`config.mk`:
```
export PLATFORM = sky130hd
export DESIGN_NAME = smul_top
export DESIGN_NICKNAME = d
export VERILOG_FILES = /design/src/rtl/smul_pkg.sv /design/src/rtl/smul_seq.sv /design/src/rtl/smul_acc.sv /design/src/rtl/smul_top.sv
export SDC_FILE = /design/constraint.sdc
export NUM_CORES = 1
export LEC_CHECK = 0
export BUFFER_PORTS_ARGS = -buffer_cell sky130_fd_sc_hd__buf_2
export CAP_MARGIN = 40
export CORE_MARGIN = 8
export CORE_UTILIZATION = 49
export DETAILED_ROUTE_END_ITERATION = 10
export HOLD_SLACK_MARGIN = 0.02
export PLACE_DENSITY = 0.79
export SLEW_MARGIN = 20
export SYNTH_ARGS = -nofsm -noshare
export SYNTH_HDL_FRONTEND = slang
export SYNTH_SLANG_ARGS = --single-unit
```
`constraint.sdc`:
```
create_clock -name clk -period 2.6 [get_ports clk]
set_input_delay 0.39 -clock clk [delete_from_list [all_inputs] [get_ports clk]]
set_output_delay 0.39 -clock clk [all_outputs]
set_load 0.02 [all_outputs]
```
`src/rtl/smul_pkg.sv`:
```
package smul_pkg;

  // Sequencer phases
  typedef enum logic [1:0] {
    ST_INIT = 2'd0,
    ST_RUN  = 2'd1,
    ST_DONE = 2'd2
  } smul_state_t;

endpackage

```
`src/rtl/smul_seq.sv`:
```
module smul_seq #(
  parameter int WIDTH = 32
) (
  input  logic clk,
  input  logic start,
  output logic load_evt,
  output logic step_evt,
  output logic last_step,
  output logic done
);
  import smul_pkg::*;

  localparam int CNT_W = (WIDTH > 1) ? $clog2(WIDTH) : 1;
  localparam logic [CNT_W-1:0] LAST_IDX = CNT_W'(WIDTH - 1);

  smul_state_t state_q, state_d;
  logic [CNT_W-1:0] iter_q;

  // Leaving the initialise state happens only on an edge with start low
  assign load_evt  = (state_q == ST_INIT) && !start;
  assign step_evt  = (state_q == ST_RUN);
  assign last_step = step_evt && (iter_q == LAST_IDX);
  assign done      = (state_q == ST_DONE);

  always_comb begin
    state_d = state_q;
    unique case (state_q)
      ST_INIT: if (load_evt)  state_d = ST_RUN;
      ST_RUN:  if (last_step) state_d = ST_DONE;
      ST_DONE: state_d = ST_DONE;
      default: state_d = ST_INIT;
    endcase
  end

  always_ff @(posedge clk or posedge start) begin
    if (start) begin
      state_q <= ST_INIT;
      iter_q  <= '0;
    end else begin
      state_q <= state_d;
      if (load_evt)      iter_q <= '0;
      else if (step_evt) iter_q <= iter_q + 1'b1;
    end
  end

endmodule

```
`src/rtl/smul_acc.sv`:
```
module smul_acc #(
  parameter int WIDTH = 32
) (
  input  logic               clk,
  input  logic               load_en,
  input  logic               step_en,
  input  logic [WIDTH-1:0]   mcand,
  input  logic [WIDTH-1:0]   mplier,
  output logic [2*WIDTH-1:0] acc
);

  localparam int PW = 2 * WIDTH;

  // One iteration: add the multiplicand into the upper half when the
  // low bit is set, keep the carry, then shift the whole word right.
  function automatic logic [PW-1:0] add_shift(input logic [PW-1:0] a,
                                               input logic [WIDTH-1:0] m);
    logic [WIDTH:0] upper;
    upper = {1'b0, a[PW-1:WIDTH]} + (a[0] ? {1'b0, m} : '0);
    return {upper, a[WIDTH-1:1]};
  endfunction

  logic [WIDTH-1:0] mcand_q;
  logic [PW-1:0]    acc_q;

  // Loaded only when the sequencer leaves its initialise state
  always_ff @(posedge clk) begin
    if (load_en) begin
      mcand_q <= mcand;
      acc_q   <= {{WIDTH{1'b0}}, mplier};
    end else if (step_en) begin
      acc_q   <= add_shift(acc_q, mcand_q);
    end
  end

  assign acc = acc_q;

endmodule

```
`src/rtl/smul_top.sv`:
```
module smul_top #(
  parameter int WIDTH = 32
) (
  input  logic             clk,
  input  logic             start,
  input  logic [WIDTH-1:0] mcand_i,
  input  logic [WIDTH-1:0] mplier_i,
  output logic [WIDTH-1:0] hi_o,
  output logic [WIDTH-1:0] lo_o,
  output logic             done_o
);

  localparam int PW = 2 * WIDTH;

  logic          load_evt;
  logic          step_evt;
  logic          last_step;
  logic [PW-1:0] acc;

  smul_seq #(.WIDTH(WIDTH)) u_seq (
    .clk       (clk),
    .start     (start),
    .load_evt  (load_evt),
    .step_evt  (step_evt),
    .last_step (last_step),
    .done      (done_o)
  );

  smul_acc #(.WIDTH(WIDTH)) u_acc (
    .clk     (clk),
    .load_en (load_evt),
    .step_en (step_evt),
    .mcand   (mcand_i),
    .mplier  (mplier_i),
    .acc     (acc)
  );

  assign hi_o = acc[PW-1:WIDTH];
  assign lo_o = acc[WIDTH-1:0];

endmodule

```
; ---- Yosys cells after proc, flatten, opt, wreduce, memory -nomap -nowiden
; Cells that the tools add are included.
[word_totals]
ff_bits = 103
input_bits = 66
[op_classes]
add_sub_neg = 2
n_eq_ne = 5
n_mux = 8
reduce_logical = 6
[op_table]
columns = cell, count
row1 = 2-to-1 mux 32 bit, 3
row2 = adder 32 x 32 -> 33 bit, 1
row3 = 2-to-1 mux 5 bit, 2
row4 = case mux 2 bit (3 select lines), 1
row5 = "adder 5 x 1 -> 5 bit, second input constant", 1
row6 = "== test 5 bit, second input constant", 1
row7 = 2-to-1 mux 2 bit, 2
row8 = "!= test 2 bit, second input constant", 2
row9 = "== test 2 x 1 -> 1 bit, second input constant", 1
row10 = "== test 2 bit, second input constant", 1
row11 = logical AND 1 bit, 2
row12 = zero test 2 bit, 1
row13 = AND reduction 2 bit, 1
row14 = nonzero test 2 bit, 1
row15 = zero test 1 bit, 1

; ---- Logic depth before layout (Yosys ltp)
; Gate-level depths: netlist of the first run.
[logic_depth]
depth_word = 4
mapped_depth = 12
depth_no_buf = 11

; ---- By module
; Synthesis of the first run repeated with hierarchy kept, for this count alone.
[unflattened]
cells_unflattened = 536
hier_area_um2 = 5779.3
[by_module_without_submodules]
columns = module, instances, cells_each, area_each_um2, seq_area_each_um2
row1 = smul_acc, 1, 499, 5348.9, 2562.5
row2 = smul_seq, 1, 37, 430.4, 175.2

; ---- Worst setup path after synthesis of the first run
; Ideal clock, no wire load.
[synth_path]
path_kind = reg2reg
startpoint = register u_acc.acc_q[0] (netlist: u_acc.acc[0])
endpoint = register u_acc.acc_q[63] (netlist: u_acc.acc[63])
arrival_time_ns = 2.771
required_time_ns = 2.485
setup_slack_ns = -0.286
stages_incl_launch_ff = 12
period_less_slack_ns = 2.886
cell_sequence = edfxtp_1 -> and2_1 -> ha_1 -> fa_1 -> a211o_1 -> o211ai_1 -> o21ai_2 -> o211ai_4 -> a21oi_2 -> a221oi_2 -> o2111ai_1 -> and3_1
[synth_between]
elab_chain_len = 2
[synth_rtl]
columns = element, line_no
row1 = "start, declared", smul_acc.sv:24  ; logic [PW-1:0] acc_q;
row2 = "start signal, assigned", smul_acc.sv:30  ; acc_q <= {{WIDTH{1'b0}}, mplier};
row3 = "start signal, assigned", smul_acc.sv:32  ; acc_q <= add_shift(acc_q, mcand_q);
row4 = 2-to-1 mux 32 bit, smul_acc.sv:19  ; upper = {1'b0, a[PW-1:WIDTH]} + (a[0] ? {1'b0, m} : '0);
row5 = adder 32 x 32 -> 33 bit, smul_acc.sv:19
; Every way passes these cells.
; A chain may end at the register's enable or synchronous reset.

; ---- Worst setup path after layout of the first run
; Same ends and word-level chain as after synthesis.

==> results.py, run 1 <==
metrics = {
    "run_status": {
        "run_status": "complete, but fails checks",
        "violations": "setup timing",
    },
    "final_layout": {
        "nets": 866,
        "multi_input_area_mm2": 0.00318,
        "drive_gt1_frac": 0.355,
        "layout.cells.non_filler": 909,
        "seq_area_mm2": 0.00274,
        "layout_common_cells": "buf_2 (130), nand2_1 (124), edfxtp_1 (64)",
        "fill_cells": 875,
        "syn_to_final_growth_pct": 31.9,
        "layout_commonest_cell": "buf_2",
        "fin_area_mm2": 0.00758,
        "antenna_cells": 0,
    },
    "cts": {
        "h-tree-depth": 3,
        "cts_tree": "yes",
        "path_clk_slew_ns": 0.07,
        "cts_max_path_buffers": 2,
        "root_buffer": "clkbuf_16",
        "cts_sinks": 103,
        "cts_buffers": 9,
        "clk_latency_ns": 0.35,
    },
    "routing": {
        "ant_nets": 0,
        "totalWireLength_mm": 15.3,
        "drt_iter0_drc": 283,
        "dr.pass1.iters": 5,
        "vias": 4961,
        "drc": 0,
        "avgViaCountPerCell": 5.46,
        "detail_route.wl_per_cell_um": 16.8,
    },
    "power": {
        "p_per_area_mw_per_mm2": 1330,
        "p_leak_nw": 3.60,
        "ir_drop_mv": 0.751,
    },
    "grt": {
        "antenna_found_initial": 0,
        "grt_max_degree": 90,
        "grt-ovfl-total": 0,
        "grt_pass1_wl_mm": 24.5,
        "grt.total_usage": 0.189,
        "grt_pass1_vias": 5050,
    },
    "timing": {
        "rsz0062_at_grt": "yes",
        "skew_ns": 0.00689,
        "fin_tns_setup_ns": -0.830,
        "worstMarginPinSlew_ns": 0.559,
        "finalSetupViolCount": 12,
        "drv_slew": 0,
        "maxSlewHeadroom": 0.627,
        "fin_ws_ns": -0.157,
        "fmax_mhz": 363,
        "fin_crit_ns": 2.76,
        "hold_slack_ns": 0.204,
        "finalHoldViolCount": 0,
        "fin_crit_sh": 1.06,
    },
    "synthesis": {
        "avgSynthCellArea_um2": 9.88,
        "synth_nets": 687,
        "synthFlopType": "edfxtp_1",
        "synth_edf_count": 64,
        "netlist_area_mm2": 0.00575,
        "async_flop_share": 0.0680,
        "synth_cell_type_count": 60,
        "ys_ff_latch": 103,
        "synth_cells": 582,
        "synth-seq-area-share": 0.476,
        "yosysWarnings": 0,
    },
    "floorplan": {
        "ios": 131,
        "dieArea_mm2": 0.0155,
        "start_util": 0.504,
        "die_x_um": 124,
        "die_h_um": 124,
        "core_area_mm2": 0.0114,
        "rows": 39,
    },
    "place": {
        "place_area_mm2": 0.00689,
        "routabilityCongestion": 0.899,
        "place_hpwl_mm": 10.8,
        "portBuffers": 130,
        "dp.cells": 882,
        "dp_slack_ns": -0.180,
    },
    "critical_path": {
        "crit_type": "flip-flop to flip-flop",
        "r2r.worst_path.cells": 11,
        "cp.arrival_ns": 3.01,
        "critPathMaxFanout": 3,
        "required_ns": 2.85,
        "setup.worst_path.start_class": "flip-flop",
        "r2r-start": "u_acc.acc[0]$_DFFE_PP_",
        "crit_path_end_kind": "flip-flop",
        "rrSetupSlack_ns": -0.16,
        "reg2reg_to": "u_acc.acc[63]$_SDFFE_PP0P_",
    },
    "hold_path": {
        "hp-class": "input pin to flip-flop",
        "hp-start": "mcand_i[23]",
        "min_to": "u_acc.mcand_q[23]$_DFFE_PP_",
        "holdPathStages": 1,
    },
    "job": {
        "max-cap-violations": 0,
    },
}
-- worst max-delay path by stage --
stage / from / to / slack [ns] / depth (start not counted)
after floorplan: u_acc.acc[0]$_DFFE_PP_ / u_acc.acc[63]$_SDFFE_PP0P_ / -0.11 / 11
after global placement: u_acc.acc[0]$_DFFE_PP_ / u_acc.acc[56]$_SDFFE_PP0P_ / -0.11 / 11
after detailed placement: u_acc.acc[0]$_DFFE_PP_ / u_acc.acc[56]$_SDFFE_PP0P_ / -0.18 / 11
after CTS: u_acc.acc[0]$_DFFE_PP_ / u_acc.acc[63]$_SDFFE_PP0P_ / -0.10 / 11
after global routing: u_acc.acc[0]$_DFFE_PP_ / u_acc.acc[55]$_SDFFE_PP0P_ / -0.30 / 14
final: u_acc.acc[0]$_DFFE_PP_ / u_acc.acc[63]$_SDFFE_PP0P_ / -0.16 / 11
-- critical path, stage by stage, from the launching register on --
cell and delay (ns):
edfxtp_1 0.43, and2_4 0.20, ha_4 0.16, fa_2 0.36, a211o_1 0.27, o211ai_1 0.15
o21ai_2 0.14, o211ai_4 0.20, a21oi_2 0.10, a221oi_2 0.31, o2111ai_1 0.15, and3_1 0.19
-- per-layer routing --
| metal | wire length [um] | part of all wire | track usage |
|---|---|---|---|
| met2 | 7350 | 0.48 | 0.315 |
| met4 | 337 | 0.022 | 0.0751 |
| met1 | 6460 | 0.42 | 0.223 |
| met3 | 1110 | 0.073 | 0.0553 |
| met5 | 0 | 0 | 0 |
-- synthesized netlist by cell type (all sizes together), types with 11 or more instances --
| cell | instances | area share |
|---|---|---|
| mux2i | 16 | 0.028 |
| and2 | 33 | 0.036 |
| xor2 | 11 | 0.017 |
| a21o | 22 | 0.029 |
| buf | 12 | 0.014 |
| a21oi | 28 | 0.026 |
| ha | 38 | 0.083 |
| edfxtp | 64 | 0.33 |
| o21ai | 28 | 0.025 |
| nor2 | 43 | 0.028 |
| xnor2 | 17 | 0.026 |
| dfxtp | 32 | 0.11 |
| nand2 | 125 | 0.082 |
| clkbuf | 15 | 0.012 |
-- sequential cells by signal (all words and copies together) (netlist names) --
name,flops
u_seq.iter_q,5
u_acc.acc,64
u_seq.state_q,2
u_acc.mcand_q,32
-- report_power, final --
| part | leakage (nW) | internal (W) | switching, W | total [W] |
|---|---|---|---|---|
| logic | 2.48 | 0.00240 | 0.00337 | 0.00576 |
| clock network | 0.146 | 0.000745 | 0.000598 | 0.00134 |
| registers | 0.965 | 0.00257 | 0.000408 | 0.00297 |
-- metrics by stage --
| step | total power, W | util |
|---|---|---|
| 2_1_floorplan | 0.00650 | - |
| 3_3_place_gp | 0.00807 | 0.604 |
| 3_5_place_dp | 0.00821 | 0.604 |
| 4_1_cts | 0.00984 | 0.647 |
| 5_1_grt | 0.0108 | 0.664 |
| 6_report | 0.0101 | 0.664 |
-- final cells by class --
class / count / area share
multi-input cells: 442 / 0.419
flip-flops and latches: 103 / 0.361
repair buffers: 195 / 0.153
clock buffers: 10 / 0.0302
well taps: 143 / 0.0236
clock inverters: 6 / 0.00825
inverters: 10 / 0.00495
-- kinds of logic after synthesis --
kind of cell             share of synthesized area
AND/OR/NAND/NOR                              0.191
AO/OA/AOI/OAI                                0.144
flip-flops                                   0.476
adder cells (fa/ha/maj)                     0.0862
buffers and inverters                       0.0326
XOR/XNOR                                    0.0427
multiplexers                                0.0279
-- repair_timing --
action                                  CTS  global route
pin swaps                                13            12
gates cloned                              0             0
gates resized for setup                  29            31
endpoints found under the hold margin     7             0
hold buffers                              1             0
endpoints found under the setup margin   19            23
setup buffers                             4             7
Power figures use the tool's default switching activity.
==> run 2: changes to the inputs <==
CORE_UTILIZATION = 51   (was 49)
CTS_BUF_LIST = sky130_fd_sc_hd__clkbuf_4   (was not set)
PLACE_DENSITY = 0.82   (was 0.79)
==> run 2 against run 1 <==
Against the previous run:
- the flow still finishes with violations (setup timing)
- cell count up 0.44%
- via count down 1.5%
- critical path depth increased by 3
- register-to-register slack got worse by 0.05 ns
- highest routed layer unchanged
==> results.py, run 2 (synthesis results as in run 1) <==
metrics = {
    "critical_path": {
        "r2r-start": "u_acc.acc[0]$_DFFE_PP_",
        "path_delay_family": "compound AO/OA/AOI/OAI gates",
        "cp.arrival_ns": 3.18,
        "critical_path_buf_inv_count": 4,
        "required_ns": 2.97,
        "crit_path_end_kind": "flip-flop",
        "cpPeakStageDelay_ns": 0.50,
        "crit_type": "flip-flop to flip-flop",
        "setup.worst_path.start_class": "flip-flop",
        "crit_top_cell": "buf_4",
        "critPathSlowestCell": "edfxtp_1",
        "cp-startpoint": "u_acc.acc[0]$_DFFE_PP_",
        "critPathMaxFanout": 21,
        "path_cells": "buf_12 > and2_4 > ha_4 > a211oi_4 > o2bb2ai_4 > o211a_4 > o211ai_4 > buf_4 > buf_6 > nand2_2 > buf_4 > xor2_1 > mux2i_1 > nor2_1",
    },
    "timing": {
        "fin_ws_ns": -0.212,
        "fin_crit_sh": 1.08,
        "worstMarginPinSlew_ns": 0.790,
        "finalHoldViolCount": 0,
        "maxSlewHeadroom": 0.471,
        "skew_ns": 0.0144,
        "fin_crit_ns": 2.81,
        "finalSetupViolCount": 18,
        "fmax_mhz": 356,
        "rsz0062_at_grt": "yes",
        "drv_slew": 0,
    },
    "routing": {
        "ant_nets": 0,
        "drc": 0,
        "vias": 4887,
        "drt_iter0_drc": 261,
        "dr.pass1.iters": 4,
        "detail_route.wl_per_cell_um": 16.5,
        "totalWireLength_mm": 15.0,
        "avgViaCountPerCell": 5.35,
    },
    "final_layout": {
        "layout_commonest_cell": "buf_2",
        "largest_reg_flops": 64,
        "syn_to_final_growth_pct": 30.1,
        "layout_common_cells": "buf_2 (130), nand2_1 (123), buf_4 (66)",
        "nets": 873,
        "antenna_cells": 0,
        "fin_area_mm2": 0.00748,
        "drive_gt1_frac": 0.369,
        "post-route-util": 0.684,
    },
    "cts": {
        "h-tree-depth": 3,
        "root_buffer": "clkbuf_4",
        "cts_sinks": 103,
        "cts_max_path_buffers": 2,
        "cts_tree": "yes",
        "cts_buffers": 9,
        "clk_latency_ns": 0.47,
        "path_clk_slew_ns": 0.16,
    },
    "floorplan": {
        "dieArea_mm2": 0.0149,
        "ios": 131,
        "start_util": 0.526,
        "die_x_um": 122,
        "core_area_mm2": 0.0109,
        "rows": 38,
        "die_h_um": 122,
    },
    "run_status": {
        "run_status": "complete, but fails checks",
        "violations": "setup timing",
    },
    "grt": {
        "grt_pass1_vias": 4854,
        "grt_pass1_wl_mm": 23.9,
        "grt_max_degree": 90,
        "grt.total_usage": 0.199,
        "grt-ovfl-total": 0,
        "antenna_found_initial": 0,
    },
    "power": {
        "p_leak_nw": 3.59,
        "p_per_area_mw_per_mm2": 1290,
        "ir_drop_mv": 0.696,
    },
    "place": {
        "portBuffers": 130,
        "place_hpwl_mm": 11.1,
        "routabilityCongestion": 0.927,
        "place_area_mm2": 0.00698,
    },
    "hold_path": {
        "hp-start": "mcand_i[17]",
        "hp-class": "input pin to flip-flop",
    },
    "job": {
        "max-cap-violations": 0,
    },
}
run 2: cell types whose count changed in the layout (fill, tap and decap cells not counted), moves of 3 or more:
cell | before | now
ha_4 | 10 | 6
clkbuf_16 | 9 | 0
buf_4 | 61 | 66
clkbuf_4 | 0 | 11
ha_1 | 27 | 30
a21oi_2 | 8 | 12
run 2: area by class of cell:
cell class / count / area [um^2]
Tap cell: 140 / 175
Inverter: 10 / 37.5
Fill cell: 860 / 3460
Multi-Input combinational cell: 442 / 3160
Sequential cell: 103 / 2740
Clock inverter: 5 / 58.8
Clock buffer: 11 / 82.6
Timing Repair Buffer: 202 / 1230
run 2: power breakdown:
| group | switching [W] | internal [W] |
|---|---|---|
| registers | 0.000407 | 0.00256 |
| logic | 0.00338 | 0.00243 |
| clock network | 0.000539 | 0.000317 |
| total | 0.00432 | 0.00530 |
run 2: final timing paths:
path                                                endpoint  slack [ns]  depth (start not counted)
worst min-delay path             u_acc.mcand_q[17]$_DFFE_PP_        0.08                          1
worst max-delay path              u_acc.acc[51]$_SDFFE_PP0P_       -0.21                         14
max in group asynchronous        u_seq.iter_q[2]$_DFFE_PP0P_        1.96                          3
min in group asynchronous       u_seq.state_q[1]$_DFFE_PP0P_        0.40                          3
worst min register to register    u_acc.acc[45]$_SDFFE_PP0P_        0.50                          2
worst max register to register    u_acc.acc[51]$_SDFFE_PP0P_       -0.21                         14
run 2: layer usage:
layer,track usage,part of all wire,vias to the layer above
li1,-,-,2429
met1,0.242,0.42,2281
met2,0.340,0.48,158
met3,0.0435,0.079,19
met4,0.0685,0.015,0
met5,0,0,-
run 2: metrics by stage:
step / TNS, ns / std cells / setup WS [ns] / total power (W) / hold slack (ns)
floorplan: -0.343 / 582 / -0.113 / 0.00650 / 0.202
global placement: -0.816 / 889 / -0.136 / 0.00819 / 0.342
detailed placement: -1.94 / 889 / -0.216 / 0.00836 / 0.366
CTS: -1.22 / 909 / -0.174 / 0.00939 / 0.0718
global route: -4.55 / 913 / -0.375 / 0.0104 / 0.0537
finish: -1.84 / 913 / -0.212 / 0.00963 / 0.0808
run 2: what timing repair did:
item | in CTS | in global routing
hold buffers | 1 | 0
pin swaps | 11 | 16
setup buffers | 3 | 5
hold endpoints to repair | 7 | 0
gates resized for setup | 24 | 42
setup endpoints to repair | 23 | 25
